<file path="src/rtl/wiper_bank_pkg.sv">
package wiper_bank_pkg;
  localparam int STATUS_ADDR = 7;

  typedef enum logic [3:0] {
    ACC_NONE,
    ACC_STATUS_WR,
    ACC_STATUS_RD,
    ACC_WIPER_WR,
    ACC_WIPER_RD,
    ACC_DATA_WR,
    ACC_DATA_RD,
    ACC_VOID_RD,
    ACC_BUSY_RD,
    ACC_COMMIT
  } acc_kind_e;
endpackage

</file>
<file path="src/rtl/wiper_bank_decode.sv">
module wiper_bank_decode
  import wiper_bank_pkg::*;
#(
  parameter int ADDR_W = 3,
  parameter int NW     = 4
) (
  input  logic [ADDR_W-1:0] addr_i,
  input  logic              wr_en_i,
  input  logic              rd_en_i,
  input  logic              commit_i,
  input  logic              busy_i,
  input  logic              nv_i,
  output acc_kind_e         kind_o
);
  logic is_status;
  logic is_slot;

  assign is_status = (addr_i == ADDR_W'(STATUS_ADDR));
  assign is_slot   = (addr_i < ADDR_W'(NW));

  always_comb begin
    kind_o = ACC_NONE;
    if (busy_i) begin
      if (rd_en_i && !wr_en_i) kind_o = ACC_BUSY_RD;
    end else if (commit_i) begin
      kind_o = ACC_COMMIT;
    end else if (wr_en_i) begin
      if (is_status)    kind_o = ACC_STATUS_WR;
      else if (is_slot) kind_o = nv_i ? ACC_DATA_WR : ACC_WIPER_WR;
    end else if (rd_en_i) begin
      if (is_status)    kind_o = ACC_STATUS_RD;
      else if (is_slot) kind_o = nv_i ? ACC_DATA_RD : ACC_WIPER_RD;
      else              kind_o = ACC_VOID_RD;
    end
  end
endmodule

</file>
<file path="src/rtl/wiper_bank_stage.sv">
module wiper_bank_stage #(
  parameter int DW = 8,
  parameter int NW = 4,
  localparam int SLOT_W = $clog2(NW)
) (
  input  logic              clk,
  input  logic              rst_n,
  input  logic              clr_i,
  input  logic              wr_i,
  input  logic [SLOT_W-1:0] slot_i,
  input  logic [DW-1:0]     data_i,
  output logic [NW-1:0]     vld_o,
  output logic [NW*DW-1:0]  val_o
);
  for (genvar g = 0; g < NW; g++) begin : g_entry
    logic          vld_q, vld_d, en;
    logic [DW-1:0] val_q;
    logic          hit;

    assign hit   = wr_i && (slot_i == SLOT_W'(g));
    assign en    = clr_i || hit;
    assign vld_d = !clr_i;

    always_ff @(posedge clk or negedge rst_n) begin
      if (!rst_n) begin
        vld_q <= 1'b0;
        val_q <= '0;
      end else begin
        if (en)            vld_q <= vld_d;
        if (hit && !clr_i) val_q <= data_i;
      end
    end

    assign vld_o[g]           = vld_q;
    assign val_o[g*DW +: DW]  = val_q;
  end
endmodule

</file>
<file path="src/rtl/wiper_bank_busy.sv">
module wiper_bank_busy #(
  parameter int BUSY_CYCLES = 4,
  localparam int CNT_W = $clog2(BUSY_CYCLES + 1)
) (
  input  logic clk,
  input  logic rst_n,
  input  logic start_i,
  output logic busy_o
);
  logic [CNT_W-1:0] cnt_q, cnt_d;

  always_comb begin
    cnt_d = cnt_q;
    if (start_i)            cnt_d = CNT_W'(BUSY_CYCLES);
    else if (cnt_q != '0)   cnt_d = cnt_q - 1'b1;
  end

  always_ff @(posedge clk or negedge rst_n) begin
    if (!rst_n) cnt_q <= '0;
    else        cnt_q <= cnt_d;
  end

  assign busy_o = (cnt_q != '0);
endmodule

</file>
<file path="src/rtl/wiper_bank.sv">
module wiper_bank
  import wiper_bank_pkg::*;
#(
  parameter int DW          = 8,
  parameter int NW          = 4,
  parameter int NL          = 4,
  parameter int BUSY_CYCLES = 4,
  parameter int ADDR_W      = 3
) (
  input  logic              clk,
  input  logic              rst_n,
  input  logic [ADDR_W-1:0] addr_i,
  input  logic              wr_en_i,
  input  logic              rd_en_i,
  input  logic [DW-1:0]     wdata_i,
  input  logic              commit_i,
  input  logic              wp_n_i,
  output logic [DW-1:0]     rdata_o,
  output logic [NW*DW-1:0]  wiper_o,
  output logic              busy_o
);
  localparam int SLOT_W = $clog2(NW);
  localparam int LVL_W  = $clog2(NL);
  localparam int STAT_W = 1 + LVL_W;

  // reset: asserted at once, released on a clock edge
  logic rst_meta_q, rst_sync_n;
  always_ff @(posedge clk or negedge rst_n) begin
    if (!rst_n) begin
      rst_meta_q <= 1'b0;
      rst_sync_n <= 1'b0;
    end else begin
      rst_meta_q <= 1'b1;
      rst_sync_n <= rst_meta_q;
    end
  end

  logic [STAT_W-1:0] status_q, status_d;
  logic [DW-1:0]     wiper_q [NW];
  logic [DW-1:0]     wiper_d [NW];
  logic [DW-1:0]     dr_q    [NL][NW];
  logic [DW-1:0]     dr_d    [NL][NW];
  logic [DW-1:0]     rdata_q, rdata_d;
  logic [DW-1:0]     eff     [NW];

  logic [NW-1:0]     stg_vld;
  logic [NW*DW-1:0]  stg_val;
  logic              stg_clr, stg_wr, busy_start;
  acc_kind_e         kind;

  logic [LVL_W-1:0]  lvl;
  logic [LVL_W-1:0]  new_lvl;
  logic [SLOT_W-1:0] slot;
  logic              nv;

  assign nv      = status_q[0];
  assign lvl     = status_q[LVL_W:1];
  assign new_lvl = wdata_i[LVL_W:1];
  assign slot    = addr_i[SLOT_W-1:0];

  wiper_bank_decode #(.ADDR_W(ADDR_W), .NW(NW)) u_decode (
    .addr_i   (addr_i),
    .wr_en_i  (wr_en_i),
    .rd_en_i  (rd_en_i),
    .commit_i (commit_i),
    .busy_i   (busy_o),
    .nv_i     (nv),
    .kind_o   (kind)
  );

  wiper_bank_stage #(.DW(DW), .NW(NW)) u_stage (
    .clk    (clk),
    .rst_n  (rst_sync_n),
    .clr_i  (stg_clr),
    .wr_i   (stg_wr),
    .slot_i (slot),
    .data_i (wdata_i),
    .vld_o  (stg_vld),
    .val_o  (stg_val)
  );

  wiper_bank_busy #(.BUSY_CYCLES(BUSY_CYCLES)) u_busy (
    .clk     (clk),
    .rst_n   (rst_sync_n),
    .start_i (busy_start),
    .busy_o  (busy_o)
  );

  // current-level view: staged byte wins over the stored one
  always_comb begin
    for (int j = 0; j < NW; j++)
      eff[j] = stg_vld[j] ? stg_val[j*DW +: DW] : dr_q[lvl][j];
  end

  // next-state logic
  always_comb begin
    status_d   = status_q;
    rdata_d    = rdata_q;
    wiper_d    = wiper_q;
    dr_d       = dr_q;
    stg_clr    = 1'b0;
    stg_wr     = 1'b0;
    busy_start = 1'b0;
    unique case (kind)
      ACC_STATUS_WR: begin
        status_d = wdata_i[STAT_W-1:0];
        stg_clr  = 1'b1;
        if (wdata_i[0])
          for (int j = 0; j < NW; j++) wiper_d[j] = dr_q[new_lvl][j];
      end
      ACC_STATUS_RD: rdata_d = {{(DW-STAT_W){1'b0}}, status_q};
      ACC_WIPER_WR:  wiper_d[slot] = wdata_i;
      ACC_WIPER_RD:  rdata_d = wiper_q[slot];
      ACC_DATA_WR: begin
        stg_wr = 1'b1;
        for (int j = 0; j < NW; j++)
          wiper_d[j] = (slot == SLOT_W'(j)) ? wdata_i : eff[j];
      end
      ACC_DATA_RD: begin
        rdata_d       = eff[slot];
        wiper_d[slot] = eff[slot];
      end
      ACC_VOID_RD, ACC_BUSY_RD: rdata_d = '0;
      ACC_COMMIT: begin
        stg_clr = 1'b1;
        if (wp_n_i && (|stg_vld)) begin
          busy_start = 1'b1;
          for (int j = 0; j < NW; j++)
            if (stg_vld[j]) dr_d[lvl][j] = stg_val[j*DW +: DW];
        end
      end
      default: ;
    endcase
  end

  // state registers with explicit enables
  logic status_en, rdata_en, dr_en;
  assign status_en = (kind == ACC_STATUS_WR);
  assign rdata_en  = (kind == ACC_STATUS_RD) || (kind == ACC_WIPER_RD) ||
                     (kind == ACC_DATA_RD) || (kind == ACC_VOID_RD) ||
                     (kind == ACC_BUSY_RD);
  assign dr_en     = busy_start;

  always_ff @(posedge clk or negedge rst_sync_n) begin
    if (!rst_sync_n) begin
      status_q <= '0;
      rdata_q  <= '0;
      for (int j = 0; j < NW; j++) wiper_q[j] <= '0;
      for (int l = 0; l < NL; l++)
        for (int j = 0; j < NW; j++) dr_q[l][j] <= '0;
    end else begin
      if (status_en) status_q <= status_d;
      if (rdata_en)  rdata_q  <= rdata_d;
      for (int j = 0; j < NW; j++) wiper_q[j] <= wiper_d[j];
      if (dr_en) dr_q <= dr_d;
    end
  end

  assign rdata_o = rdata_q;
  for (genvar g = 0; g < NW; g++) begin : g_out
    assign wiper_o[g*DW +: DW] = wiper_q[g];
  end
endmodule

</file>
<file path="config.mk">
export PLATFORM = sky130hd
export DESIGN_NAME = wiper_bank
export DESIGN_NICKNAME = d
export VERILOG_FILES = /design/src/rtl/wiper_bank_pkg.sv /design/src/rtl/wiper_bank_decode.sv /design/src/rtl/wiper_bank_stage.sv /design/src/rtl/wiper_bank_busy.sv /design/src/rtl/wiper_bank.sv
export SDC_FILE = /design/constraint.sdc
export NUM_CORES = 1
export LEC_CHECK = 0
export BUFFER_PORTS_ARGS = -buffer_cell sky130_fd_sc_hd__buf_2
export CORE_UTILIZATION = 30
export DETAILED_ROUTE_END_ITERATION = 10
export HOLD_SLACK_MARGIN = 0.12
export PLACE_DENSITY = 0.43
export SLEW_MARGIN = 20
export SYNTH_ARGS = -nofsm -noshare
export SYNTH_HDL_FRONTEND = slang
export SYNTH_SLANG_ARGS = --single-unit
</file>
<file path="constraint.sdc">
create_clock -name clk -period 6.7 [get_ports clk]
set_input_delay 0.67 -clock clk [delete_from_list [all_inputs] [get_ports clk]]
set_output_delay 0.67 -clock clk [all_outputs]
set_load 0.01 [all_outputs]
</file>
==> flow_metrics.tcl, run 1 <==
set metrics [dict create \
    crit_type "register to register" \
    postSynthCellCount 949 \
    rsz0062_at_grt "no" \
    syn_nets 968 \
    yosysTopAreaCellShare_pct 45.2 \
    worst_pin_slew_ns 1.13 \
    start_util_pct 30.4 \
    hold_path.class "register to asynchronous set/reset pin" \
    ios 58 \
    final_max_slew_viol_count 0 \
    crit_slowest_cell "nor4_2" \
    timing.final.crit_share_pct 52.6 \
    worst-path-buf-inv 0 \
    yosysMostFrequentCell "dfrtp_1" \
    clock.fmax_ghz 0.284 \
    cts-htree-levels 1 \
    rr_endpoint "dr_q[116]" \
    grt_pass1_vias 8666 \
    fin_skew_ns 0.0215 \
    synth_edf_count 0 \
    dr.first_iter.drc_count 707 \
    vias 8489 \
    seqPwrFrac_pct 43.0 \
    cts_sinks 212 \
    area_delta_synth_final_pct 14.5 \
    irDropWorstVdd_mv 0.143 \
    port-buffer-count 57 \
    postPlaceCellArea_um2 12500 \
    dieHeight_um 200 \
    rrSetupSlack_ns 3.18 \
    route.antenna.remaining_nets 0 \
    clk_path_buf_depth 3 \
    rows 72 \
    failed_checks "DRC" \
    clk-insertion-delay-late_ns 0.54 \
    setup.worst_path.start_class "register" \
    crit_family "simple AND/OR/NAND/NOR gates" \
    p_sw_share_pct 31.1 \
    period_needed_ns 3.52 \
    track_usage_pct 20.2 \
    p_leak_nw 5.92 \
    cts_tree "yes" \
    die-area_um2 39900 \
    status "finished with violations" \
    drive_gt1_share_pct 37.0 \
    p_int_mw 2.55 \
    ys.flop_type "dfrtp_1" \
    synth_area_leaders "dfrtp_1, mux2_2, mux4_2" \
    arrival_ns 3.93 \
    cp-end-kind "register" \
    antenna_found_initial 1 \
    grt_remaining_overflow 0 \
    yosys.area.top_type "dfrtp_1" \
    fin_setup_tns_ns 0 \
    layout.nets 1007 \
    async_flop_share_pct 100 \
    slew_headroom_pct 23.8 \
    yosys_warnings 0 \
    coreArea_um2 38600 \
    dp_hpwl_um 26200 \
    reg2reg_from "u_stage.g_entry[1].vld_q" \
    finalWirelength_um 39100 \
    syn_area_per_cell_um2 12.4 \
    drt-vias-per-instance 5.56 \
    cts_root_buffer "clkbuf_16" \
    ctsHoldBuffers 1 \
    synth_area_um2 11700 \
    grt_max_degree 131 \
    pwr-share-comb_pct 17.3 \
    critPathMaxFanout 14 \
    ys_ff_latch 212 \
    dp.cells 1476 \
    power_density_nw_per_um2 275 \
    drc_errors 2 \
    drt-pass1-iter-count 9 \
    path_clk_slew_ns 0.06 \
    avgRoutedWirePerCell_um 25.6 \
    cts_resized 0 \
    p_sw_mw 1.15 \
    cts_made_buffers 27 \
    grt_first_pass_wirelength_um 59200 \
    hold_violations 0 \
    final-setup-viol-count 0 \
    report.power.total_mw 3.70 \
    maxCapViolations 0 \
    netlist_top_cells_count "dfrtp_1, mux2_2, mux4_2, a21oi_1, nand2_1" \
    r2r_cells 5 \
    chipWidth_um 200 \
    power.share.clock_pct 39.7 \
    cts_setup_buffers 0 \
    ys_seq_area_share_pct 45.2 \
    crit_chain "or4_1, nand3_1, nor4_2, nand2_1, mux2_2" \
    fin_cells 1526 \
    cp_slowest_stage_delay_ns 0.86 \
    fin_area_um2 13400 \
    fin_util_pct 34.8 \
    gp_congestion 0.860 \
    cp_data_required_time_ns 7.11 \
    yosysUniqueCellTypes 64 \
]
==> sequential cells by signal, indices dropped and copies added (netlist names) <==
| register | count |
|---|---|
| u_busy.cnt_q | 3 |
| u_stage.g_entry.vld_q | 4 |
| status_q | 3 |
| u_stage.g_entry.val_q | 32 |
| dr_q | 128 |
| rst_meta_q | 1 |
| wiper_o | 32 |
| rdata_o | 8 |
| rst_sync_n | 1 |
==> kinds of logic after synthesis <==
family / share of synthesized area, %
xor+xnor: 0.0747
fa+ha+maj: 0.213
other cells: 0.0320
simple gates: 8.01
buf+inv: 2.66
compound gates: 11.0
mux: 32.7
flops: 45.2
==> cell usage in the layout, fill, tap and decap left out, types with 15 or more instances in the layout <==
cell         n
mux4_2      70
mux2_2     167
clkbuf_16   27
nor3_1      23
nand2_1     56
mux2i_1     28
buf_2       57
dfrtp_1    209
a21oi_1     56
nor2_1      48
nand3_1     15
o21ai_0     46
a211oi_1    15
==> cell type report <==
cell class	count	area, um2
antenna	1	2.50
clock buffer	38	797
clock inverter	10	103
fill	3906	25100
inverter	9	33.8
multi-input combinational	666	6120
sequential	212	5310
tap	518	648
timing repair buffer	72	413
==> power groups by stage <==
stage | clock network [mW] | registers (mW) | logic [mW]
2_1_floorplan | 0 | 1.53 | 0.410
3_3_place_gp | 0 | 1.62 | 0.641
3_5_place_dp | 0 | 1.62 | 0.644
4_1_cts | 1.51 | 1.60 | 0.646
5_1_grt | 1.56 | 1.60 | 0.707
6_report | 1.47 | 1.59 | 0.639
==> through the flow <==
stage          hold slack (ns)  setup WS [ns]
6_report                 0.306           3.18
5_1_grt                  0.352           3.09
4_1_cts                  0.341           3.21
3_5_place_dp             0.336           2.82
3_3_place_gp             0.335           2.90
2_1_floorplan            0.331          0.355
==> worst max path at each step <==
| stage | from | end | slack, ns | cells after the start |
|---|---|---|---|---|
| after detailed placement | addr_i[1] | wiper_o[20] | 2.82 | 8 |
| after CTS | u_stage.g_entry[1].vld_q | dr_q[116] | 3.21 | 5 |
| final | u_stage.g_entry[1].vld_q | dr_q[116] | 3.18 | 5 |
| after global placement | addr_i[1] | wiper_o[23] | 2.90 | 8 |
| after floorplan | rst_sync_n | dr_q[0] | 0.35 | 0 |
| after global routing | addr_i[1] | wiper_o[0] | 3.09 | 8 |
==> routing by layer <==
| metal | vias to the layer above | GRT usage, % | wire, um |
|---|---|---|---|
| li1 | 3729 | - | - |
| met1 | 4470 | 29.0 | 18300 |
| met2 | 232 | 32.4 | 18100 |
| met3 | 58 | 2.48 | 1910 |
| met4 | 0 | 4.72 | 835 |
| met5 | - | 0 | 0 |
No activity file was read; power rests on OpenSTA's default activity.
==> inputs of run 2 (changes only) <==
--- a/config.mk
+++ b/config.mk
@@ -5,6 +5,7 @@
 export SDC_FILE = /design/constraint.sdc
 export NUM_CORES = 1
 export LEC_CHECK = 0
+export ABC_AREA = 1
 export BUFFER_PORTS_ARGS = -buffer_cell sky130_fd_sc_hd__buf_2
 export CORE_UTILIZATION = 30
 export DETAILED_ROUTE_END_ITERATION = 10
==> constraint.sdc (replaced) <==
create_clock -name clk -period 3.2 [get_ports clk]
set_input_delay 0.32 -clock clk [delete_from_list [all_inputs] [get_ports clk]]
set_output_delay 0.32 -clock clk [all_outputs]
set_load 0.01 [all_outputs]
==> flow_metrics.tcl, run 2 <==
set metrics [dict create \
    die-area_um2 44200 \
    layout.nets 2039 \
    antenna_found_initial 0 \
    ys.flop_type "dfrtp_1" \
    grt_pass1_vias 12600 \
    cp_slowest_stage_delay_ns 0.63 \
    fill_cells 4658 \
    clk-insertion-delay-late_ns 0.56 \
    dp_hpwl_um 35100 \
    synth_area_um2 13000 \
    crit_family "simple AND/OR/NAND/NOR gates" \
    grt_first_pass_wirelength_um 78700 \
    syn_nets 2015 \
    yosys.area.top_type "dfrtp_1" \
    largest_reg_flops 128 \
    cp-end-kind "register" \
    timing.final.crit_share_pct 88.0 \
    coreArea_um2 42300 \
    dr.first_iter.drc_count 978 \
    chipWidth_um 210 \
    crit_slowest_cell "dfrtp_1" \
    final_common_cell "nand2_1" \
    p_leak_nw 7.40 \
    critPathMaxFanout 16 \
    async_flop_share_pct 100 \
    cts_tree "yes" \
    slew_headroom_pct 37.9 \
    n_antenna_cell 0 \
    cts_root_buffer "clkbuf_16" \
    reg2reg_from "u_stage.g_entry[0].vld_q" \
    hold_violations 0 \
    cts_made_buffers 27 \
    drc_errors 0 \
    synth_simple_gate_area_share_pct 36.5 \
    drive_gt1_share_pct 9.87 \
    crit_chain "inv_2, nand4_1, nand4_2, nor3_2, nand2_1, o21ai_0" \
    yosys.area_share.adder_pct 0.192 \
    path_clk_slew_ns 0.06 \
    ios 58 \
    cts_sinks 212 \
    worst-path-buf-inv 1 \
    worst_pin_slew_ns 0.931 \
    status "finished, final reports clean" \
    fin_skew_ns 0.00910 \
    postSynthCellCount 1996 \
    syn_area_per_cell_um2 6.52 \
    route.antenna.remaining_nets 0 \
    drt-pass1-iter-count 5 \
    crit_type "register to register" \
    setup.worst_path.start_class "register" \
    cts_setup_buffers 0 \
    startpoint "u_stage.g_entry[0].vld_q" \
    synth_top_family_by_area "simple AND/OR/NAND/NOR gates" \
    synth_edf_count 0 \
    ys_ff_latch 212 \
    yosysMostFrequentCell "nand2_1" \
    synth_area_leaders "dfrtp_1, nand2_1, nand3_1" \
    arrival_ns 3.27 \
    vias 13000 \
    rsz0062_at_grt "no" \
    netlist_top_cells_count "nand2_1, dfrtp_1, inv_1, nand3_1, o21ai_0" \
    yosys_warnings 0 \
    period_needed_ns 2.82 \
    power_density_nw_per_um2 729 \
    area_delta_synth_final_pct 14.7 \
    drt-vias-per-instance 4.97 \
    yosysTopAreaCellShare_pct 40.8 \
    finalWirelength_um 51300 \
    grt_remaining_overflow 0 \
    final_max_slew_viol_count 0 \
    clk_path_buf_depth 3 \
    hold_path.class "primary input to register" \
    synth_compound_area_share_pct 12.9 \
    dieHeight_um 210 \
    clock.fmax_ghz 0.355 \
    avgRoutedWirePerCell_um 19.6 \
    port-buffer-count 57 \
    yosysUniqueCellTypes 30 \
    start_util_pct 30.7 \
    final-setup-viol-count 0 \
    rows 75 \
    hold_start "wdata_i[1]" \
    cp_data_required_time_ns 3.65 \
    irDropWorstVdd_mv 0.376 \
    track_usage_pct 23.6 \
    grt_max_degree 59 \
    final_cell_mix "nand2_1, dfrtp_1, inv_1" \
    cts-htree-levels 1 \
    ys_seq_area_share_pct 40.8 \
    fin_setup_tns_ns 0 \
    gp_congestion 0.928 \
    synth_xor_area_share_pct 0.0673 \
    whs_ns 0.258 \
    top_register "dr_q" \
    maxCapViolations 0 \
    synth.area.mux_share_pct 0 \
]
## run 2: changes by cell type after synthesis, moves of 28 or more
cell,change
nor2_1,+97
a21oi_1,+40
nand3_1,+164
clkbuf_1,+35
mux2_2,-167
mux2i_1,-28
mux4_2,-70
nand4_1,+36
o21ai_0,+123
inv_1,+184
nand2_1,+675
## run 2: layer usage
| metal | global-route usage [%] | up-vias | share of wire [%] |
|---|---|---|---|
| met5 | 0 | - | 0 |
| met4 | 7.68 | 0 | 3.4 |
| met3 | 2.89 | 85 | 4.4 |
| met2 | 40.8 | 315 | 48 |
| met1 | 30.4 | 6177 | 44 |
| li1 | - | 6416 | - |
## run 2: kinds of logic (layout without fill, tap and decap cells)
family / Yosys count / in the layout
buf+inv: 317 / 357
fa+ha+maj: 2 / 2
simple gates: 1136 / 1136
flops: 212 / 212
xor+xnor: 1 / 1
other cells: 1 / 1
compound gates: 327 / 327
## run 2: worst reg2reg max path: cells and delay by family, from the launching register on
kind	cells	cell delay, ns
flip-flops	1	0.63
buffers and inverters	1	0.23
AO/OA/AOI/OAI	1	0.34
AND/OR/NAND/NOR	4	1.52
## run 2: cell type report
type / count / area (um2) / share of cell area (%)
inverters: 205 / 771 / 5.16
clock buffers: 39 / 791 / 5.30
well taps: 577 / 722 / 4.84
repair buffers: 107 / 746 / 5.00
multi-input cells: 1467 / 6480 / 43.4
flip-flops and latches: 212 / 5310 / 35.6
clock inverters: 6 / 105 / 0.704
## run 2: metrics by stage
stage          setup slack [ns]  total power [mW]  cell area, um2  utilization (%)  instances
2_1_floorplan              1.05              6.05           13000                -       1996
3_3_place_gp              0.474              7.78           14000             33.1       2565
3_5_place_dp              0.417              7.78           14000             33.1       2565
4_1_cts                   0.395              11.0           14900             35.3       2613
5_1_grt                   0.136              11.6           14900             35.3       2613
6_report                  0.383              10.9           14900             35.3       2613
## run 2: final timing paths
check | to | slack, ns | cells past startpoint
worst max register to register | dr_q[30] | 0.38 | 6
max in group asynchronous | dr_q[64] | 1.74 | 1
worst max-delay path | dr_q[30] | 0.38 | 6
worst min-delay path | status_q[1] | 0.26 | 3
min in group asynchronous | dr_q[81] | 0.43 | 0
worst min register to register | rst_sync_n | 0.35 | 0
## run 2: where the power goes
part / total (mW) / internal (mW) / leakage, nW / switching [mW]
registers: 3.48 / 3.02 / 2.81 / 0.462
logic: 4.25 / 1.28 / 4.14 / 2.97
clock network: 3.16 / 1.93 / 0.443 / 1.23
total: 10.9 / 6.23 / 7.40 / 4.66
## run 2: repair_timing
action,in CTS,in global routing
endpoints found under the hold margin,3,0
resized for setup,0,0
hold buffers,3,0
